File: src/rtl/wlc_pkg.sv
package wlc_pkg;
   typedef enum logic [1:0] {
      MEM_READ  = 2'd0,
      MEM_PROG  = 2'd1,
      MEM_ERASE = 2'd2
   } mem_cmd_e;

   // position in the fill walk -> byte address
   function automatic int walk_addr(input int pos);
      return pos ^ (pos >> 1);
   endfunction
endpackage

File: src/rtl/wlc_decode.sv
module wlc_decode #(
   parameter int NBYTES = 4,
   parameter int BYTE_W = 8,
   parameter int GA_W   = $clog2(NBYTES),
   parameter int POP_W  = $clog2(BYTE_W + 1),
   parameter int SUM_W  = $clog2(NBYTES * BYTE_W + 1)
) (
   input  logic [NBYTES*BYTE_W-1:0] bytes_flat,
   output logic                     all_full,
   output logic [GA_W-1:0]          cur_addr,
   output logic [POP_W-1:0]         cur_pop,
   output logic                     cur_thermo,
   output logic [SUM_W-1:0]         pop_sum
);
   logic [POP_W-1:0] pop_v [NBYTES];
   logic [NBYTES-1:0] full_v;
   logic [NBYTES-1:0] therm_v;

   for (genvar g = 0; g < NBYTES; g++) begin : g_byte
      logic [BYTE_W-1:0] b;
      assign b          = bytes_flat[g*BYTE_W +: BYTE_W];
      assign pop_v[g]   = POP_W'($countones(b));
      assign full_v[g]  = &b;
      assign therm_v[g] = ((b & (b + 1'b1)) == '0);
   end

   always_comb begin
      pop_sum = '0;
      for (int i = 0; i < NBYTES; i++) pop_sum = pop_sum + SUM_W'(pop_v[i]);
      all_full = 1'b1;
      cur_addr = '0;
      for (int p = NBYTES - 1; p >= 0; p--) begin
         if (!full_v[wlc_pkg::walk_addr(p)]) begin
            all_full = 1'b0;
            cur_addr = GA_W'(wlc_pkg::walk_addr(p));
         end
      end
      cur_pop    = pop_v[cur_addr];
      cur_thermo = therm_v[cur_addr];
   end
endmodule

File: src/rtl/wlc_pend.sv
module wlc_pend #(
   parameter int PEND_W = 4
) (
   input  logic clk,
   input  logic rst_n,
   input  logic push,
   input  logic pop,
   output logic pending
);
   logic [PEND_W-1:0] cnt_q;

   always_ff @(posedge clk) begin
      if (!rst_n) cnt_q <= '0;
      else        cnt_q <= cnt_q + PEND_W'(push) - PEND_W'(pop);
   end

   assign pending = (cnt_q != '0);
endmodule

File: src/rtl/wlc_counter.sv
module wlc_counter #(
   parameter int NBYTES = 4,
   parameter int BYTE_W = 8,
   parameter int PEND_W = 4
) (
   input  logic                                        clk,
   input  logic                                        rst_n,
   input  logic                                        inc_req,
   output logic                                        busy,
   output logic                                        done,
   output logic                                        count_valid,
   output logic [BYTE_W+$clog2(NBYTES*BYTE_W)-1:0]     count,
   output logic                                        mem_req,
   output logic [1:0]                                  mem_cmd,
   output logic [$clog2(NBYTES):0]                     mem_addr,
   output logic [BYTE_W-1:0]                           mem_wdata,
   input  logic [BYTE_W-1:0]                           mem_rdata,
   input  logic                                        mem_ack
);
   import wlc_pkg::*;

   localparam int GA_W   = $clog2(NBYTES);
   localparam int ADDR_W = GA_W + 1;
   localparam int POP_W  = $clog2(BYTE_W + 1);
   localparam int SUM_W  = $clog2(NBYTES * BYTE_W + 1);
   localparam int LOGCAP = $clog2(NBYTES * BYTE_W);
   localparam int CNT_W  = BYTE_W + LOGCAP;

   if (NBYTES < 2 || (NBYTES & (NBYTES - 1)) != 0 ||
       BYTE_W < 2 || (BYTE_W & (BYTE_W - 1)) != 0 || PEND_W < 1) begin : g_param_bad
      $error("wlc_counter: NBYTES and BYTE_W must be powers of two >= 2, PEND_W >= 1");
   end

   typedef enum logic [2:0] {
      ST_SCAN, ST_IDLE, ST_ERASE_CUR, ST_PROG,
      ST_WRAP_ERASE, ST_WRAP_PROG, ST_CLEAR
   } state_e;

   function automatic logic [BYTE_W-1:0] thermo_of(input int k);
      logic [BYTE_W-1:0] t;
      for (int i = 0; i < BYTE_W; i++) t[i] = (i < k);
      return t;
   endfunction

   state_e              state_q;
   logic [ADDR_W-1:0]   idx_q;
   logic [GA_W-1:0]     tgt_addr_q;
   logic [BYTE_W-1:0]   tgt_data_q;
   logic [BYTE_W-1:0]   wrap_q;
   logic [BYTE_W-1:0]   shadow_q [NBYTES];
   logic [CNT_W-1:0]    count_q;
   logic                valid_q;
   logic                done_q;

   logic [NBYTES*BYTE_W-1:0] shadow_flat;
   for (genvar g = 0; g < NBYTES; g++) begin : g_flat
      assign shadow_flat[g*BYTE_W +: BYTE_W] = shadow_q[g];
   end

   logic             all_full, cur_thermo, pending, start;
   logic [GA_W-1:0]  cur_addr;
   logic [POP_W-1:0] cur_pop;
   logic [SUM_W-1:0] pop_sum;

   wlc_decode #(.NBYTES(NBYTES), .BYTE_W(BYTE_W)) u_decode (
      .bytes_flat (shadow_flat),
      .all_full   (all_full),
      .cur_addr   (cur_addr),
      .cur_pop    (cur_pop),
      .cur_thermo (cur_thermo),
      .pop_sum    (pop_sum)
   );

   assign start = (state_q == ST_IDLE) && pending;

   wlc_pend #(.PEND_W(PEND_W)) u_pend (
      .clk     (clk),
      .rst_n   (rst_n),
      .push    (inc_req),
      .pop     (start),
      .pending (pending)
   );

   always_comb begin
      mem_req   = (state_q != ST_IDLE);
      mem_cmd   = MEM_READ;
      mem_addr  = idx_q;
      mem_wdata = '0;
      unique case (state_q)
         ST_SCAN:       begin mem_cmd = MEM_READ;  mem_addr = idx_q; end
         ST_ERASE_CUR:  begin mem_cmd = MEM_ERASE; mem_addr = {1'b0, tgt_addr_q}; end
         ST_PROG:       begin mem_cmd = MEM_PROG;  mem_addr = {1'b0, tgt_addr_q};
                              mem_wdata = tgt_data_q; end
         ST_WRAP_ERASE: begin mem_cmd = MEM_ERASE; mem_addr = ADDR_W'(NBYTES); end
         ST_WRAP_PROG:  begin mem_cmd = MEM_PROG;  mem_addr = ADDR_W'(NBYTES);
                              mem_wdata = wrap_q + 1'b1; end
         ST_CLEAR:      begin mem_cmd = MEM_ERASE; mem_addr = idx_q; end
         default:       ;
      endcase
   end

   always_ff @(posedge clk) begin
      if (!rst_n) begin
         state_q    <= ST_SCAN;
         idx_q      <= '0;
         tgt_addr_q <= '0;
         tgt_data_q <= '0;
         wrap_q     <= '0;
         count_q    <= '0;
         valid_q    <= 1'b0;
         done_q     <= 1'b0;
         for (int i = 0; i < NBYTES; i++) shadow_q[i] <= '0;
      end else begin
         done_q <= 1'b0;
         unique case (state_q)
            ST_SCAN: if (mem_ack) begin
               if (idx_q == ADDR_W'(NBYTES)) begin
                  wrap_q  <= mem_rdata;
                  count_q <= {mem_rdata, {LOGCAP{1'b0}}} + CNT_W'(pop_sum);
                  valid_q <= 1'b1;
                  state_q <= ST_IDLE;
               end else begin
                  shadow_q[idx_q[GA_W-1:0]] <= mem_rdata;
                  idx_q <= idx_q + 1'b1;
               end
            end
            ST_IDLE: if (start) begin
               if (all_full) begin
                  state_q <= ST_WRAP_ERASE;
               end else begin
                  tgt_addr_q <= cur_addr;
                  tgt_data_q <= thermo_of(int'(cur_pop) + 1);
                  state_q    <= cur_thermo ? ST_PROG : ST_ERASE_CUR;
               end
            end
            ST_ERASE_CUR: if (mem_ack) begin
               shadow_q[tgt_addr_q] <= '0;
               state_q <= ST_PROG;
            end
            ST_PROG: if (mem_ack) begin
               shadow_q[tgt_addr_q] <= tgt_data_q;
               count_q <= count_q + 1'b1;
               done_q  <= 1'b1;
               state_q <= ST_IDLE;
            end
            ST_WRAP_ERASE: if (mem_ack) state_q <= ST_WRAP_PROG;
            ST_WRAP_PROG: if (mem_ack) begin
               wrap_q  <= wrap_q + 1'b1;
               idx_q   <= '0;
               state_q <= ST_CLEAR;
            end
            ST_CLEAR: if (mem_ack) begin
               shadow_q[idx_q[GA_W-1:0]] <= '0;
               idx_q <= idx_q + 1'b1;
               if (idx_q == ADDR_W'(NBYTES - 1)) begin
                  tgt_addr_q <= GA_W'(walk_addr(0));
                  tgt_data_q <= thermo_of(1);
                  state_q    <= ST_PROG;
               end
            end
            default: state_q <= ST_IDLE;
         endcase
      end
   end

   assign busy        = (state_q != ST_IDLE);
   assign done        = done_q;
   assign count_valid = valid_q;
   assign count       = count_q;
endmodule

File: config.mk
export PLATFORM = sky130hd
export DESIGN_NAME = wlc_counter
export DESIGN_NICKNAME = d
export VERILOG_FILES = /design/src/rtl/wlc_pkg.sv /design/src/rtl/wlc_decode.sv /design/src/rtl/wlc_pend.sv /design/src/rtl/wlc_counter.sv
export SDC_FILE = /design/constraint.sdc
export NUM_CORES = 1
export LEC_CHECK = 0
export ABC_AREA = 1
export BUFFER_PORTS_ARGS = -buffer_cell sky130_fd_sc_hd__buf_2
export CORE_MARGIN = 2
export CORE_UTILIZATION = 48
export CTS_CLUSTER_SIZE = 40
export DETAILED_ROUTE_END_ITERATION = 6
export HOLD_SLACK_MARGIN = 0.15
export PLACE_DENSITY = 0.66
export SYNTH_ARGS = -nofsm -noshare
export SYNTH_HDL_FRONTEND = slang
export SYNTH_SLANG_ARGS = --single-unit
File: constraint.sdc
create_clock -name clk -period 6.55 [get_ports clk]
set_input_delay 0.9825 -clock clk [delete_from_list [all_inputs] [get_ports clk]]
set_output_delay 0.9825 -clock clk [all_outputs]
set_load 0.005 [all_outputs]
# == Word-level counts from Yosys, hierarchy flattened ==
# Memory sizes are Yosys's and may differ from the RTL's.
# Cells that the tools add are included.
# classes
muxes,75
bitwise,7
order_cmp,10
n_reduce_logical,27
eq_ne,20
n_addsub,42
# ops
operator,count
$mux W8,11
$add A4 B4 Y4,12
$pmux W8 S2,3
$mux W3,14
$add A8 B1 Y8 const B,5
$mux W13,3
$add A1 B1 Y2,16
$and A8 B8 Y8,4
$logic_not A8 Y1,4
$reduce_and A8 Y1,4
$pmux W13 S2,1
$mux W1,24
$pmux W3 S7,1
$lt A3 B5 Y1 const A,4
$mux W2,10
$ne A2 B2 Y1 const B,10
$reduce_or A8 Y1,2
$add A13 B1 Y13 const B,1
$add A13 B6 Y13,1
$add A6 B4 Y6,2
$eq A3 B3 Y1 const B,4
$lt A1 B5 Y1 const A,2
$lt A2 B5 Y1 const A,2
$reduce_and A5 Y1,2
29 further kinds,39
# word_totals
ff_bits,43
input_bits,12
output_inout_bits,30
elab_cells,191
memories,1
mem_bits_rw,32
# memory_table
memory,depth,width,rd,rd_clocked_by_memory_dff,wr,line,source
shadow_q,4,8,4,0,4,wlc_counter.sv:50,logic [BYTE_W-1:0] shadow_q [NBYTES];

# == Logic depth before layout (Yosys ltp) ==
# Gate-level depths: netlist of the first run.
# An unclocked memory read counts as a cell.
# depth
word_depth,15
depth_mapped,28
depth_no_buf,28

# == Modules after synthesis ==
# From an unflattened synthesis of the first run, not the netlist that was laid out.
# unflattened
hier_cells,803
hier_area_um2,5914.4
# by_module_without_submodules
mod,seq_area_each_um2,n_inst,cells_per_inst,area_per_inst_um2
wlc_counter,1741.7,1,512,3885.0
wlc_decode,0.0,1,260,1781.7
wlc_pend,80.1,1,31,247.7

# == Worst setup path after synthesis of the first run ==
# No wires, ideal clock.
# synth_path
path_kind,register to register
startpoint,memory shadow_q[1][1]
endpoint,"register count_q[12], in the netlist count[12]"
required_time_ps,6494
stages_incl_launch_ff,28
setup_ps,56
t_arrival_ps,4972
period_less_slack_ps,5028
setup_slack_ps,1522
path_buffers,0
path_cell_list,edfxtp_1 > ha_1 > inv_1 > fa_1 > inv_1 > fa_1 > ha_1 > inv_1 > fa_1 > inv_1 > ha_1 > xor2_1 > fa_1 > inv_1 > fa_1 > inv_1 > a21oi_1 > o21bai_1 > ha_1 > nand3_1 > inv_1 > nand4_1 > nor2_1 > xor2_1 > nand2_1 > nand3_1 > nand2_1 > inv_1
# synth_rtl
item,line,source
start: declaration,wlc_counter.sv:50,
end signal: assignment,wlc_counter.sv:119,"count_q <= {mem_rdata, {LOGCAP{1'b0}}} + CNT_W'(pop_sum);"
end signal: assignment,wlc_counter.sv:142,count_q <= count_q + 1'b1;
end: declaration,wlc_counter.sv:51,logic [CNT_W-1:0] count_q;

==> impl_metrics.env, run 1 <==
export IMPL_hp_class="reg -> reg"
export IMPL_power_density_nw_per_um2=540
export IMPL_die_h_um=112
export IMPL_cp_common_cell="inv_1"
export IMPL_use_met3_pct=4.35
export IMPL_cts_sinks=75
export IMPL_yosysSeqAreaShare_pct=32.6
export IMPL_end_kind="register"
export IMPL_rr_endpoint="count[12]"
export IMPL_fp_row_count=39
export IMPL_slew_violations=0
export IMPL_drive_gt1_share_pct=11.1
export IMPL_netlist_instances=708
export IMPL_max_clock_freq_mhz=184
export IMPL_critPathKind="reg -> reg"
export IMPL_r2r_start="shadow_q[1][0]"
export IMPL_path_depth=27
export IMPL_syn_nets=796
export IMPL_worst_slew_pin_transition_ns=0.952
export IMPL_setup_violations=0
export IMPL_cts_buffer_depth=2
export IMPL_stdcell_count=893
export IMPL_clk_latency_ns=0.34
export IMPL_antenna_left=0
export IMPL_ys_warn_count=0
export IMPL_grt_max_degree=29
export IMPL_arrival_ns=5.72
export IMPL_viasPerCell=5.48
export IMPL_dpl_cell_count=877
export IMPL_initial_core_util_pct=49.1
export IMPL_leakage_nw=2.95
export IMPL_io_pins=42
export IMPL_antenna_found_initial=0
export IMPL_die_x_um=112
export IMPL_period_needed_ns=5.43
export IMPL_cts_buffers=9
export IMPL_rrSetupSlack_ns=1.12
export IMPL_path_clk_slew_ns=0.06
export IMPL_final_setup_worst_slack_ns=1.12
export IMPL_root_buffer="clkbuf_16"
export IMPL_crit_fanout=4
export IMPL_num_vias=4891
export IMPL_grt_pass1_vias=4727
export IMPL_status="finished clean"
export IMPL_dieArea_um2=12500
export IMPL_worst_setup_path_start_kind="register"
export IMPL_place_gp_congestion=0.893
export IMPL_antenna_cells=0
export IMPL_path_buf_inv=8
export IMPL_ys_types=46
export IMPL_crit_slowest_cell="fa_1"
export IMPL_grt_met1_usage_pct=31.5
export IMPL_finalHoldViolations=0
export IMPL_drt_pass1_iterations=5
export IMPL_routed_wl_mm=13.7
export IMPL_syn_area_um2=5580
export IMPL_post_cts_buffers=0
export IMPL_syn_to_final_growth_pct=10.6
export IMPL_peakVddDrop_mv=0.414
export IMPL_grt_overflow_total=0
export IMPL_wl_per_cell_um=15.4
export IMPL_holdCritStartpoint="count_valid"
export IMPL_portBuffers=41
export IMPL_htree_levels=3
export IMPL_holdPathStages=2
export IMPL_drtIter0Drc=343
export IMPL_required_ns=6.83
export IMPL_top_usage_layer="met2"
export IMPL_ys_flop_type="dfxtp_1"
export IMPL_drc=0
export IMPL_syn_avg_cell_area_um2=7.89
export IMPL_max_slew_margin_pct=36.6
export IMPL_holdWs_ns=0.474
export IMPL_synth_top_cell_area_share_pct=17.2
export IMPL_ys_seq_elements=75
export IMPL_cts_tree="yes"
export IMPL_grt_pass1_wl_mm=23.0
export IMPL_dp_hpwl_mm=10.4
export IMPL_crit_family="adder cells"
export IMPL_synthTopCellsByArea="edfxtp_1 17%, dfxtp_1 15%, ha_1 12%"
export IMPL_hold_end="count_valid"
export IMPL_cts_resized=0
export IMPL_synth_edf_count=32
export IMPL_worstRegToRegCells=27
export IMPL_place_worst_setup_slack_ns=1.14
export IMPL_tns_ns=0
export IMPL_grtUsageTotal_pct=23.1
export IMPL_coreArea_um2=11400
export IMPL_ys_async_sr_fraction_pct=0
export IMPL_fin_nets=833
export IMPL_power_w=0.00333
export IMPL_maxCapViolCount=0
export IMPL_ctsHoldBuffers=0
export IMPL_cpPeakStageDelay_ns=0.53
export IMPL_synth_area_leader_cell="edfxtp_1"
export IMPL_finalCritPeriodShare_pct=82.9
export IMPL_rsz0062_at_grt="no"
export IMPL_grt_met2_usage_pct=36.9
export IMPL_skew_ns=0.00480
## Yosys cell counts (3+ instances only)
cell type  instances
edfxtp_1          32
xor2_1             6
o21bai_1           5
nor2_1            63
nand3_1           59
nand4_1            9
clkbuf_1           9
buf_2              4
a211oi_1           5
or2_2              4
a31oi_1           14
o21ai_0           42
inv_1            114
a32oi_1            6
nand2_1          127
a21oi_1           42
dfxtp_1           43
inv_2              6
fa_1              23
nor2_2             5
nand2_2            3
ha_1              53
## cell families (layout without fill, tap and decap cells)
logic type	Yosys count	count (layout)	synth area share, %
flops	75	75	32.6
xor+xnor	7	7	1.10
simple gates	284	284	22.5
buf+inv	137	179	9.70
fa+ha+maj	76	76	20.1
compound gates	129	129	13.9
## report_power, final
part / switching (W) / internal (W) / leakage [nW]
clock: 0.000190 / 0.000289 / 0.140
sequential: 0.0000923 / 0.000611 / 0.682
combinational: 0.00127 / 0.000880 / 2.12
## placed cells by master (no fill, tap or decap), drive strengths merged
cell,netlist,routed
a2111oi,1,1
a211oi,5,5
a21boi,2,2
a21oi,42,42
a221oi,2,2
a22o,1,1
a311oi,1,1
a31o,1,1
a31oi,14,14
a32oi,6,6
and3,1,1
buf,8,43
clkbuf,9,15
dfxtp,43,43
edfxtp,32,32
fa,23,23
ha,53,53
inv,120,121
nand2,130,130
nand3,60,60
nand3b,2,2
nand4,9,9
nor2,70,70
nor3,5,5
nor4,2,2
o2111a,2,2
o211a,1,1
o21ai,44,44
o21bai,5,5
o22ai,2,2
or2,5,5
xnor2,1,1
xor2,6,6
## cell type report
cell class / instances / area [um^2]
clock buffers: 15 / 278
well taps: 143 / 179
clock inverters: 1 / 6.26
repair buffers: 43 / 220
inverters: 120 / 450
multi-input cells: 496 / 3220
fillers: 1096 / 5190
flip-flops and latches: 75 / 1820
## worst max-delay path by stage
stage	startpoint	end	slack, ns
final	shadow_q[1][0]	count[12]	1.12
after global routing	shadow_q[1][0]	count[12]	0.65
after CTS	shadow_q[1][1]	count[12]	1.10
after detailed placement	shadow_q[1][1]	count[12]	1.14
after global placement	shadow_q[1][1]	count[12]	1.27
after floorplan	shadow_q[1][1]	count[12]	1.52
## metrics by stage
stage          instance area (um^2)  util (%)
6_report                       6170      54.3
3_3_place_gp                   5890      51.8
2_1_floorplan                  5580         -
4_1_cts                        6170      54.3
3_5_place_dp                   5890      51.8
5_1_grt                        6170      54.3
## sequential cells by signal, summed over array words and instances (netlist names), 2 cells and up
signal	flops
state_q	3
idx_q	3
wrap_q	8
tgt_data_q	8
shadow_q	32
u_pend.cnt_q	4
tgt_addr_q	2
count	13
## per-layer routing
layer | up-vias | share of wire [%]
li1 | 2422 | -
met1 | 2301 | 45
met2 | 137 | 46
met3 | 31 | 6.1
met4 | 0 | 2.5
met5 | - | 0
## worst register-to-register path: stages, from the launching register on
cell	delay [ns]
edfxtp_1	0.38
ha_1	0.23
inv_1	0.10
fa_1	0.53
inv_1	0.05
fa_1	0.53
ha_1	0.15
inv_1	0.05
fa_1	0.51
inv_1	0.05
ha_1	0.32
xor2_1	0.17
fa_1	0.53
inv_1	0.06
fa_1	0.41
inv_1	0.08
a21oi_1	0.06
o21bai_1	0.12
ha_1	0.20
nand3_1	0.08
inv_1	0.11
nand4_1	0.11
nor2_1	0.13
xor2_1	0.15
nand2_1	0.06
nand3_1	0.09
nand2_1	0.06
inv_1	0.04
Power figures use the tool's default switching activity.
==> run 2: changes to the inputs <==
- clock period: 6.55 -> 5.4 ns (I/O delays scaled with it)
==> run 2 against run 1 <==
- utilization increased by 1.7 points
- register-to-register slack got worse by 0.97 ns
- first-iteration DRC count increased by 20%
- die area unchanged
- critical path depth unchanged
- sequential share of layout area decreased by 0.90 points
- wire length increased by 1.9%
- worst hold slack got worse by 0.0091 ns
- sequential power increased by 22%
- via count increased by 1.5%
- critical path type unchanged
- largest cell class unchanged
- highest routed layer unchanged
==> impl_metrics.env, run 2 (same netlist as run 1, synthesis figures left out) <==
export IMPL_status="finished clean"
export IMPL_grt_pass1_vias=4866
export IMPL_grt_met1_usage_pct=31.7
export IMPL_use_met3_pct=4.03
export IMPL_max_clock_freq_mhz=190
export IMPL_setup_violations=0
export IMPL_layout_common_cells="126 x nand2_1, 105 x inv_1, 63 x nor2_1, 57 x nand3_1, 44 x ha_1"
export IMPL_coreArea_um2=11400
export IMPL_final_common_cell="nand2_1"
export IMPL_cts_buffers=9
export IMPL_worst_slew_pin_transition_ns=0.937
export IMPL_worstRegToRegCells=27
export IMPL_io_pins=42
export IMPL_cpPeakStageDelay_ns=0.58
export IMPL_period_needed_ns=5.25
export IMPL_place_gp_congestion=0.857
export IMPL_worst_setup_path_start_kind="register"
export IMPL_crit_fanout=4
export IMPL_stdcell_count=901
export IMPL_antenna_left=0
export IMPL_dpl_cell_count=879
export IMPL_antenna_found_initial=0
export IMPL_cp_common_cell="inv_2"
export IMPL_power_w=0.00451
export IMPL_num_vias=4965
export IMPL_drc=0
export IMPL_finalHoldViolations=0
export IMPL_required_ns=5.69
export IMPL_drive_gt1_share_pct=15.7
export IMPL_rsz0062_at_grt="yes"
export IMPL_path_clk_slew_ns=0.06
export IMPL_max_slew_margin_pct=37.5
export IMPL_grtUsageTotal_pct=23.3
export IMPL_cts_buffer_depth=2
export IMPL_crit_slowest_cell="fa_1"
export IMPL_routed_wl_mm=14.0
export IMPL_drtIter0Drc=412
export IMPL_dieArea_um2=12500
export IMPL_syn_to_final_growth_pct=14.1
export IMPL_portBuffers=41
export IMPL_die_h_um=112
export IMPL_fin_nets=841
export IMPL_viasPerCell=5.51
export IMPL_drt_pass1_iterations=5
export IMPL_peakVddDrop_mv=0.541
export IMPL_dp_hpwl_mm=10.5
export IMPL_critPathKind="reg -> reg"
export IMPL_root_buffer="clkbuf_16"
export IMPL_wl_per_cell_um=15.5
export IMPL_grt_pass1_wl_mm=23.2
export IMPL_clk_latency_ns=0.34
export IMPL_skew_ns=0.00910
export IMPL_initial_core_util_pct=49.1
export IMPL_htree_levels=3
export IMPL_end_kind="register"
export IMPL_grt_met2_usage_pct=37.4
export IMPL_grt_max_degree=28
export IMPL_largest_register_ffs=32
export IMPL_arrival_ns=5.54
export IMPL_top_usage_layer="met2"
export IMPL_maxCapViolCount=0
export IMPL_holdPathStages=2
export IMPL_nFillCells=1050
export IMPL_antenna_cells=0
export IMPL_die_x_um=112
export IMPL_hp_class="reg -> reg"
export IMPL_power_density_nw_per_um2=708
export IMPL_grt_overflow_total=0
export IMPL_slew_violations=0
export IMPL_fp_row_count=39
export IMPL_cts_sinks=75
export IMPL_finalCritPeriodShare_pct=97.2
export IMPL_regMostFlops="shadow_q"
export IMPL_leakage_nw=2.99
export IMPL_cts_tree="yes"
-- run 2: cell types whose count changed in the layout (fill, tap and decap cells not counted), moves of 4 or more --
cell | previous run | this run
ha_4 | 0 | 4
inv_2 | 6 | 15
ha_2 | 0 | 5
buf_4 | 2 | 10
ha_1 | 53 | 44
inv_1 | 114 | 105
-- run 2: worst paths after layout --
kind	start	endpoint	slack, ns
hold / removal	count_valid	count_valid	0.46
hold reg to reg	count_valid	count_valid	0.46
setup / recovery	shadow_q[1][3]	count[12]	0.15
setup reg to reg	shadow_q[1][3]	count[12]	0.15
-- run 2: metal layers --
layer,share of wire (%),vias up
met5,0,-
met4,3.2,0
met3,6.2,37
met2,46,167
met1,45,2315
li1,-,2446
-- run 2: repair_timing --
item / 4_1_cts / 5_1_grt
pin swaps: 1 / 19
endpoints found under the setup margin: 1 / 7
cloned: 0 / 0
resized for setup: 1 / 27
hold buffers: 0 / 0
buffers inserted: 1 / 5
-- run 2: critical path, delay by kind of cell (launching register included) --
| kind | cells | cell delay, ns |
|---|---|---|
| flip-flops | 1 | 0.43 |
| buffers and inverters | 8 | 0.44 |
| AO/OA/AOI/OAI | 2 | 0.18 |
| XOR/XNOR | 2 | 0.30 |
| AND/OR/NAND/NOR | 6 | 0.58 |
| adder cells (fa/ha/maj) | 9 | 3.27 |
-- run 2: power breakdown --
group,leakage (nW),switching (W),internal (W)
clock,0.159,0.000237,0.000392
combinational,2.14,0.00169,0.00133
sequential,0.682,0.000115,0.000741
total,2.99,0.00204,0.00246
-- run 2: layout make-up --
type                       instances  area [um^2]  share of cell area, %
clock inverter                     2         11.3                  0.177
tap                              143          179                   2.81
timing repair buffer              51          280                   4.40
sequential                        75         1820                   28.6
multi-input combinational        496         3320                   52.1
inverter                         120          450                   7.07
clock buffer                      14          307                   4.81
-- run 2: metrics by stage --
| step | utilization, % | hold slack [ns] | worst slack [ns] | TNS (ns) | instance area [um^2] |
|---|---|---|---|---|---|
| final | 56.0 | 0.465 | 0.149 | 0 | 6370 |
| after floorplan | - | 0.449 | 0.372 | 0 | 5580 |
| after detailed placement | 51.9 | 0.446 | 0.00242 | 0 | 5910 |
| after CTS | 54.8 | 0.467 | 0.0178 | 0 | 6230 |
| after global placement | 51.9 | 0.444 | 0.125 | 0 | 5910 |
| after global routing | 56.0 | 0.512 | -0.0898 | -0.0898 | 6370 |
==> run 3: changes to the inputs <==
- ABC_AREA: 1 -> not set
==> run 3 against run 2 <==
- final area grew 3.0%
- combinational power shrank 63%
- flip-flop and latch count is the same
- non-clock buffer count grew 13
- register-to-register slack lost 0.03 ns
- critical endpoint is now count[11]
==> impl_metrics.env, run 3 <==
export IMPL_fin_nets=774
export IMPL_grt_pass1_vias=4866
export IMPL_synthTopCellsByArea="edfxtp_1 17%, dfxtp_1 15%, ha_1 12%"
export IMPL_grtUsageTotal_pct=24.5
export IMPL_path_depth=25
export IMPL_dieArea_um2=12700
export IMPL_synth_common_cells="62 x inv_1, 57 x nand2_1, 53 x ha_1, 44 x a21oi_1, 43 x dfxtp_1"
export IMPL_final_setup_worst_slack_ns=0.120
export IMPL_r2r_start="shadow_q[1][5]"
export IMPL_required_ns=5.69
export IMPL_pwr_share_seq_pct=27.8
export IMPL_critPathKind="reg -> reg"
export IMPL_end_kind="register"
export IMPL_max_clock_freq_mhz=189
export IMPL_max_slew_margin_pct=14.0
export IMPL_place_worst_setup_slack_ns=-0.153
export IMPL_drc=0
export IMPL_initial_core_util_pct=49.3
export IMPL_maxCapViolCount=0
export IMPL_cpPeakStageDelay_ns=0.55
export IMPL_hp_class="reg -> reg"
export IMPL_worst_slew_pin_transition_ns=1.28
export IMPL_ys_warn_count=0
export IMPL_syn_area_um2=5660
export IMPL_die_x_um=113
export IMPL_ys_flop_type="dfxtp_1"
export IMPL_drt_pass1_iterations=5
export IMPL_htree_levels=3
export IMPL_io_pins=42
export IMPL_netlist_instances=635
export IMPL_ys_seq_elements=75
export IMPL_largest_register_ffs=32
export IMPL_top_layer_used="met4"
export IMPL_cts_sinks=75
export IMPL_yosysSeqAreaShare_pct=32.2
export IMPL_rrSetupSlack_ns=0.12
export IMPL_drtIter0Drc=278
export IMPL_coreArea_um2=11500
export IMPL_rr_endpoint="count[11]"
export IMPL_path_clk_slew_ns=0.06
export IMPL_status="finished clean"
export IMPL_worstRegToRegCells=25
export IMPL_critical_path_endpoint="count[11]"
export IMPL_dp_hpwl_mm=11.3
export IMPL_clkPwrFrac_pct=26.9
export IMPL_wl_per_cell_um=17.9
export IMPL_clk_latency_ns=0.35
export IMPL_ys_async_sr_fraction_pct=0
export IMPL_finalHoldViolations=0
export IMPL_syn_nets=723
export IMPL_peakVddDrop_mv=0.269
export IMPL_grt_max_degree=29
export IMPL_period_needed_ns=5.28
export IMPL_syn_to_final_growth_pct=15.9
export IMPL_rsz0062_at_grt="yes"
export IMPL_syn_avg_cell_area_um2=8.91
export IMPL_cts_tree="yes"
export IMPL_layout_common_cells="57 x nand2_1, 56 x inv_1, 45 x ha_1, 43 x a21oi_1, 43 x dfxtp_1"
export IMPL_crit_slowest_cell="fa_1"
export IMPL_worst_setup_path_start_kind="register"
export IMPL_p_sw_share_pct=36.4
export IMPL_die_h_um=113
export IMPL_yosysMostFrequentCell="inv_1"
export IMPL_routed_wl_mm=15.0
export IMPL_viasPerCell=5.90
export IMPL_wl_met2_mm=7.53
export IMPL_grt_overflow_total=0
export IMPL_slew_violations=0
export IMPL_skew_ns=0.00993
export IMPL_ctsHoldBuffers=0
export IMPL_grt_pass1_wl_mm=24.4
export IMPL_cp_common_cell="inv_2"
export IMPL_synth_edf_count=32
export IMPL_leakage_nw=2.78
export IMPL_final_common_cell="nand2_1"
export IMPL_ys_types=59
export IMPL_root_buffer="clkbuf_16"
export IMPL_nFillCells=1010
export IMPL_wl_met1_mm=6.54
export IMPL_fp_row_count=39
export IMPL_crit_fanout=3
export IMPL_cts_buffers=9
export IMPL_wl_met3_um=666
export IMPL_portBuffers=41
export IMPL_num_vias=4934
export IMPL_cellInternalPower_w=0.00158
export IMPL_arrival_ns=5.57
export IMPL_crit_start="shadow_q[1][5]"
export IMPL_antenna_found_initial=0
export IMPL_synth_area_leader_cell="edfxtp_1"
export IMPL_path_buf_inv=5
export IMPL_power_switching_w=0.000904
export IMPL_drive_gt1_share_pct=17.4
export IMPL_power_density_nw_per_um2=379
export IMPL_cts_buffer_depth=2
export IMPL_antenna_left=0
export IMPL_place_gp_congestion=0.932
export IMPL_synth_top_cell_area_share_pct=17.0
export IMPL_finalCritPeriodShare_pct=97.8
export IMPL_crit_family="adder cells"
export IMPL_final_util_pct=57.2
export IMPL_combPwrFrac_pct=45.3
export IMPL_setup_violations=0
export IMPL_regMostFlops="shadow_q"
-- run 3: cell count changes after synthesis, moves of 9 or more --
cell / before / now
a22o_1: 1 / 10
a31oi_1: 14 / 5
and2_1: 0 / 24
and3_1: 1 / 12
clkbuf_1: 9 / 20
inv_1: 114 / 62
nand2_1: 127 / 57
nand3_1: 59 / 33
nor2_1: 63 / 34
nor2b_1: 0 / 11
nor3_1: 2 / 12
xnor2_1: 1 / 12
-- run 3: logic make-up after synthesis --
| kind of cell | after synthesis | synth area share (%) |
|---|---|---|
| AOI/OAI and AO/OA | 167 | 20.2 |
| xor gates and xnor gates | 19 | 2.94 |
| adders and majority gates | 76 | 19.9 |
| buffers and inverters | 87 | 6.02 |
| DFF | 75 | 32.2 |
| muxes | 2 | 0.354 |
| and+or+nand+nor | 209 | 18.4 |
-- run 3: cell type report --
| class | instances | area [um^2] | area share, % |
|---|---|---|---|
| multi-input combinational | 473 | 3620 | 55.1 |
| sequential | 75 | 1820 | 27.8 |
| timing repair buffer | 64 | 378 | 5.76 |
| inverter | 63 | 236 | 3.61 |
| clock buffer | 9 | 225 | 3.43 |
| tap | 143 | 179 | 2.73 |
| clock inverter | 7 | 97.6 | 1.49 |
| antenna | 2 | 5.00 | 0.0763 |
-- run 3: stage by stage --
stage	instances	TNS, ns	power, W	area [um^2]	hold WS [ns]
after floorplan	635	0	0.00142	5660	0.446
after global placement	812	0	0.00169	6060	0.454
final	836	0	0.00249	6560	0.484
after CTS	830	0	0.00245	6440	0.483
after detailed placement	812	-0.405	0.00173	6060	0.468
after global routing	834	-0.112	0.00267	6550	0.503
-- run 3: worst min-delay path by stage --
stage                      startpoint          end  slack (ns)  cells past startpoint
final                       wrap_q[6]    wrap_q[6]        0.48                      2
after detailed placement  count_valid  count_valid        0.47                      2
after CTS                   wrap_q[6]    wrap_q[6]        0.48                      2
after floorplan             wrap_q[6]    wrap_q[6]        0.45                      2
after global placement    count_valid  count_valid        0.45                      2
after global routing        wrap_q[6]    wrap_q[6]        0.50                      2
-- run 3: per-layer routing --
layer,vias up,GRT usage (%)
met1,2410,30.7
met4,0,9.67
met2,131,41.2
li1,2374,-
met5,-,0
met3,19,5.40
-- run 3: power by group through the flow --
stage / clock (W) / sequential (W) / combinational, W
after floorplan: 0 / 0.000689 / 0.000733
after global placement: 0 / 0.000698 / 0.000993
after detailed placement: 0 / 0.000701 / 0.00103
after CTS: 0.000678 / 0.000689 / 0.00108
after global routing: 0.000701 / 0.000698 / 0.00128
final: 0.000669 / 0.000690 / 0.00113
-- run 3: tightest hold or removal path: stages (launching register included) --
cell and delay, ns:
dfxtp_1 0.33, nand2_1 0.06, a21oi_1 0.05
-- run 3: what timing repair did --
item                       in CTS  in global routing
buffers inserted                2                  4
pin swaps                       5                 23
gates resized for setup        12                 19
hold endpoints to repair        0                  0
setup endpoints to repair       5                  6
